$ cat src/rtl/irq_hub_pkg.sv
package irq_hub_pkg;
  localparam int LB_W   = 8;
  localparam int HOST_W = 32;
  // host word bit positions (software decodes these)
  localparam int H_LEN  = 0;
  localparam int H_POL  = 1;
  localparam int H_STS  = 2;
  localparam int H_HEN  = 6;
  localparam int H_EDGE = 8;
  localparam int H_CLR  = 10;
  localparam int H_MODE = 12;
  // control register bit positions
  localparam int C_SEL  = 0;
  localparam int C_CEN  = 1;
  localparam int C_GEN  = 2;
  localparam int CTL_W  = 3;

  typedef struct packed {
    logic len;
    logic pol;
    logic hen;
    logic edge_m;
  } host_cfg_t;
endpackage

$ cat src/rtl/irq_lb_regs.sv
module irq_lb_regs
  import irq_hub_pkg::*;
#(
  parameter int NSRC = 8
) (
  input  logic             clk,
  input  logic             rst_n,
  input  logic             we,
  input  logic             sel,
  input  logic [LB_W-1:0]  wdata,
  output logic [NSRC-1:0]  src_en,
  output logic [CTL_W-1:0] ctl,
  output logic [LB_W-1:0]  rdata
);
  logic [LB_W-1:0] en_q;

  always_ff @(posedge clk) begin
    if (!rst_n) begin
      en_q <= '0;
      ctl  <= '0;
    end else if (we) begin
      if (sel) ctl  <= wdata[CTL_W-1:0];
      else     en_q <= wdata;
    end
  end

  assign src_en = en_q[NSRC-1:0];
  assign rdata  = sel ? {{(LB_W-CTL_W){1'b0}}, ctl} : en_q;
endmodule

$ cat src/rtl/irq_src_gate.sv
module irq_src_gate
  import irq_hub_pkg::*;
#(
  parameter int NSRC = 8
) (
  input  logic [NSRC-1:0]  port_req,
  input  logic [1:0]       ctr_out,
  input  logic [NSRC-1:0]  src_en,
  input  logic [CTL_W-1:0] ctl,
  output logic             req_any
);
  logic [NSRC-1:0] qual;
  logic            ctr_pick;

  for (genvar i = 0; i < NSRC; i++) begin : g_qual
    assign qual[i] = port_req[i] & src_en[i];
  end

  assign ctr_pick = ctl[C_SEL] ? ctr_out[1] : ctr_out[0];
  assign req_any  = ctl[C_GEN] & ((|qual) | (ctl[C_CEN] & ctr_pick));
endmodule

$ cat src/rtl/irq_host_stage.sv
module irq_host_stage
  import irq_hub_pkg::*;
(
  input  logic              clk,
  input  logic              rst_n,
  input  logic              we,
  input  logic [HOST_W-1:0] wdata,
  input  logic              req,
  output logic [HOST_W-1:0] rdata,
  output logic              irq_n
);
  host_cfg_t cfg;
  logic      sts_q;
  logic      prev_q;
  logic      line;
  logic      unused_wbits;

  assign unused_wbits = ^{wdata[HOST_W-1:11], wdata[9], wdata[7], wdata[5:2]};
  assign line = cfg.pol ? req : ~req;

  always_ff @(posedge clk) begin
    if (!rst_n) begin
      cfg    <= '{len: 1'b1, pol: 1'b0, hen: 1'b0, edge_m: 1'b0};
      sts_q  <= 1'b0;
      prev_q <= 1'b0;
    end else begin
      prev_q <= line;
      if (we) begin
        cfg.len    <= wdata[H_LEN];
        cfg.pol    <= wdata[H_POL];
        cfg.hen    <= wdata[H_HEN];
        cfg.edge_m <= wdata[H_EDGE];
      end
      if (!cfg.edge_m)               sts_q <= line;
      else if (line && !prev_q)      sts_q <= 1'b1;
      else if (we && wdata[H_CLR])   sts_q <= 1'b0;
    end
  end

  always_comb begin
    rdata         = '0;
    rdata[H_LEN]  = cfg.len;
    rdata[H_POL]  = cfg.pol;
    rdata[H_STS]  = sts_q;
    rdata[H_HEN]  = cfg.hen;
    rdata[H_EDGE] = cfg.edge_m;
    rdata[H_MODE] = 1'b1;
  end

  assign irq_n = ~(sts_q & cfg.len & cfg.hen);
endmodule

$ cat src/rtl/irq_hub.sv
module irq_hub
  import irq_hub_pkg::*;
#(
  parameter int NUM_GROUPS  = 4,
  parameter int REQ_PER_GRP = 2
) (
  input  logic                                clk,
  input  logic                                rst_n,
  input  logic                                lb_we,
  input  logic                                lb_sel,
  input  logic [LB_W-1:0]                     lb_wdata,
  output logic [LB_W-1:0]                     lb_rdata,
  input  logic                                hs_we,
  input  logic [HOST_W-1:0]                   hs_wdata,
  output logic [HOST_W-1:0]                   hs_rdata,
  input  logic [NUM_GROUPS*REQ_PER_GRP-1:0]   port_req,
  input  logic [1:0]                          ctr_out,
  output logic                                host_irq_n
);
  localparam int NSRC = NUM_GROUPS * REQ_PER_GRP;

  logic [NSRC-1:0]  src_en;
  logic [CTL_W-1:0] ctl;
  logic             comb_req;

  irq_lb_regs #(.NSRC(NSRC)) u_lb (
    .clk(clk), .rst_n(rst_n), .we(lb_we), .sel(lb_sel), .wdata(lb_wdata),
    .src_en(src_en), .ctl(ctl), .rdata(lb_rdata)
  );

  irq_src_gate #(.NSRC(NSRC)) u_gate (
    .port_req(port_req), .ctr_out(ctr_out), .src_en(src_en), .ctl(ctl),
    .req_any(comb_req)
  );

  irq_host_stage u_host (
    .clk(clk), .rst_n(rst_n), .we(hs_we), .wdata(hs_wdata), .req(comb_req),
    .rdata(hs_rdata), .irq_n(host_irq_n)
  );
endmodule

$ cat config.mk
export PLATFORM = sky130hd
export DESIGN_NAME = irq_hub
export DESIGN_NICKNAME = d
export VERILOG_FILES = /design/src/rtl/irq_hub_pkg.sv /design/src/rtl/irq_lb_regs.sv /design/src/rtl/irq_src_gate.sv /design/src/rtl/irq_host_stage.sv /design/src/rtl/irq_hub.sv
export SDC_FILE = /design/constraint.sdc
export NUM_CORES = 1
export LEC_CHECK = 0
export BUFFER_PORTS_ARGS = -buffer_cell sky130_fd_sc_hd__buf_4
export CAP_MARGIN = 20
export CORE_MARGIN = 2
export CORE_UTILIZATION = 35
export DETAILED_ROUTE_END_ITERATION = 6
export PLACE_DENSITY_LB_ADDON = 0.08
export SLEW_MARGIN = 20
export SYNTH_ARGS = -nofsm -noshare
export SYNTH_HDL_FRONTEND = slang
export SYNTH_SLANG_ARGS = --single-unit
$ cat constraint.sdc
create_clock -name clk -period 3.3 [get_ports clk]
set_clock_uncertainty 0.2 [all_clocks]
set_input_delay 0.33 -clock clk [delete_from_list [all_inputs] [get_ports clk]]
set_output_delay 0.33 -clock clk [all_outputs]
set_load 0.01 [all_outputs]
==> qor.txt <==
Status: complete, no violations
Max-Slew Margin vs Limit: 59.5%
Share of cells above drive strength 1: 32.1%
Busiest grt layer: met2
Largest net degree at the start of global routing: 19
Remaining antenna violation count: 0
Min Clock Period, post-route: 1.58 ns
Unrepaired setup endpoints after global routing: no
# rows: 19
Setup-failing EPs final: 0
VDD IR-drop max: 187 uV
Total GRT Usage: 12.4%
Synth top area cells: dfxtp_1, buf_4, nand2_1
First-pass GRT wire length: 3110 um
Fmax achieved: 633 MHz
DP HPWL: 1590 um
Worst reg2reg path depth: 5
Initial core utilization: 36.8%
Share of the synthesized area in the top cell type: 33.8%
Post-synth EDFFs: 0
Pre-CTS WS: 1.61 ns
Met2 usage: 20.5%
Die area: 3320 um2
CTS Buffer Depth: 2
Sw Pwr: 0.000118 W
Remaining DRCs: 0
First drt pass iteration count: 4
CTS root buffer: clkbuf_4
CP endpoint kind: output port
# Max-Cap Violations: 0
Crit path depth: 2
Syn_area_per_cell: 8.45 um2
Crit start category: flop
Max incr delay on CP: 0.36 ns
Number of global-route vias before repair: 696
CP delay by family, top: flip-flops
TritonCTS clock tree: built
Post-synth top area cell: dfxtp_1
Worst slew pin tran: 0.606 ns
Most frequent cells after synthesis: buf_4, nand2_1, dfxtp_1
Internal Pwr Total: 0.000311 W
H-tree lvl count: 1
Clock power frac: 25.6%
Antenna diodes: 0
Fin nets: 212
Synthesis-to-finish area growth: 23.6%
CP cell instances: mux2_2 -> buf_4
CTS Buf Count: 3
Most frequent cell after synthesis: buf_4
Clock Sinks: 17
# resized after CTS: 0
CP bufs+invs: 1
Port bufs: 41
Reg clk slew, reported paths: 0.09 ns
Vias: 806
Min-Delay Path Class: in -> reg
Grt met1 use: 15.1%
FFs w/ async S/R, synth: 0%
Mapped Area: 1010 um2
Cts hold-fix bufs: 0
Sw frac: 27.4%
Sequential fraction of the synthesis area: 33.8%
PD cells: 345 nW/um2
Synth Instances: 119
Placer Congestion: 0.784
Final Hold Vio Count: 0
Leak Pwr: 0.585 nW
CP Class: reg -> out
Hold path cells: 3
Sequential power share: 52.6%
Post-CTS Setup Bufs: 0
Setup WS post-layout: 1.72 ns
Worst path required time: 2.77 ns
Comb power frac: 21.8%
Vias per inst: 4.31
Die height: 57.6 um
Critical-path maximum fanout: 3
Synth Flop Type: dfxtp_1
Setup TNS: 0 ns
Core area: 2730 um2
Final period utilization: 47.9%
Worst Path Arrival: 1.05 ns
Remaining Overflow, GRT: 0
Initial drt markers: 11
Post-DR wirelength/cell: 10.8 um
Post-Route WL: 2020 um
Initial antenna violation count: 0
Yosys warns: 0
# IOs: 96
Max Slew Vio Count: 0
CP max stage cell: dfxtp_1
#FFs+latches synth: 17
Clk_lat worst skew: 0.28 ns
GR met3 Demand/Resource: 2.46%
Synth unique cells: 22
Die Width: 57.6 um
## cell type report
cell class | count | area [um2]
fillers | 282 | 1490
multi-input cells | 93 | 527
repair buffers | 41 | 308
well taps | 31 | 38.8
flip-flops and latches | 17 | 340
clock buffers | 4 | 26.3
inverters | 1 | 3.75
## flip-flops by register name (all words and copies together), names as in the netlist
| signal | count |
|---|---|
| u_lb.src_en | 8 |
| u_host.prev_q | 1 |
| u_host.sts_q | 1 |
| u_host.rdata | 4 |
| u_lb.ctl | 3 |
## cells in the final DEF, fill, tap and decap left out, drive strengths merged
cell	count
a221oi	2
a21oi	1
xnor2	1
buf	41
inv	1
nor2b	9
a21boi	11
a31o	1
nand2	23
conb	27
mux2	4
a31oi	1
nand3	5
a22o	2
mux2i	4
clkbuf	4
and2	1
dfxtp	17
nand2b	1
## cells by family after synthesis
logic type      count (synthesis)  synth area share [%]
mux                             8                  8.46
buf+inv                        34                  23.1
other cells                     2                 0.747
compound gates                 18                  15.1
xor+xnor                        1                 0.871
flops                          17                  33.8
simple gates                   39                  17.9
## routing by layer
metal / share of wire, % / routed length, um / vias up
met3: 6.9 / 139 / 2
met5: 0 / 0 / -
met1: 43 / 876 / 358
met4: 0.84 / 17 / 0
met2: 49 / 984 / 35
li1: - / - / 411
## metrics by stage
step	utilization (%)	total power [W]	cell area, um2	hold slack, ns	std cells
after floorplan	-	0.000303	1100	0.252	144
after global placement	44.5	0.000323	1220	0.263	183
after detailed placement	44.5	0.000324	1220	0.275	183
final	45.5	0.000429	1240	0.0705	187
after CTS	45.5	0.000436	1240	0.0555	187
after global routing	45.5	0.000456	1240	0.0620	187
## power by group through the flow
stage,registers [W],clock network (W),logic (W)
2_1_floorplan,0.000229,0,0.0000737
3_3_place_gp,0.000230,0,0.0000935
3_5_place_dp,0.000230,0,0.0000940
4_1_cts,0.000226,0.000116,0.0000943
5_1_grt,0.000227,0.000125,0.000104
6_report,0.000226,0.000110,0.0000936
## final timing paths
path,startpoint,to,slack [ns]
min reg2reg,u_lb.ctl[2],u_lb.ctl[2],0.29
min,hs_wdata[0],u_host.rdata[0],0.07
max,u_lb.src_en[2],lb_rdata[2],1.72
max reg2reg,u_lb.src_en[1],u_host.sts_q,1.73
## worst min-delay path, stage by stage
cell     delay, ns
buf_4         0.08
mux2i_1       0.06
nand2_1       0.06
(Power assumes the default switching activity.)
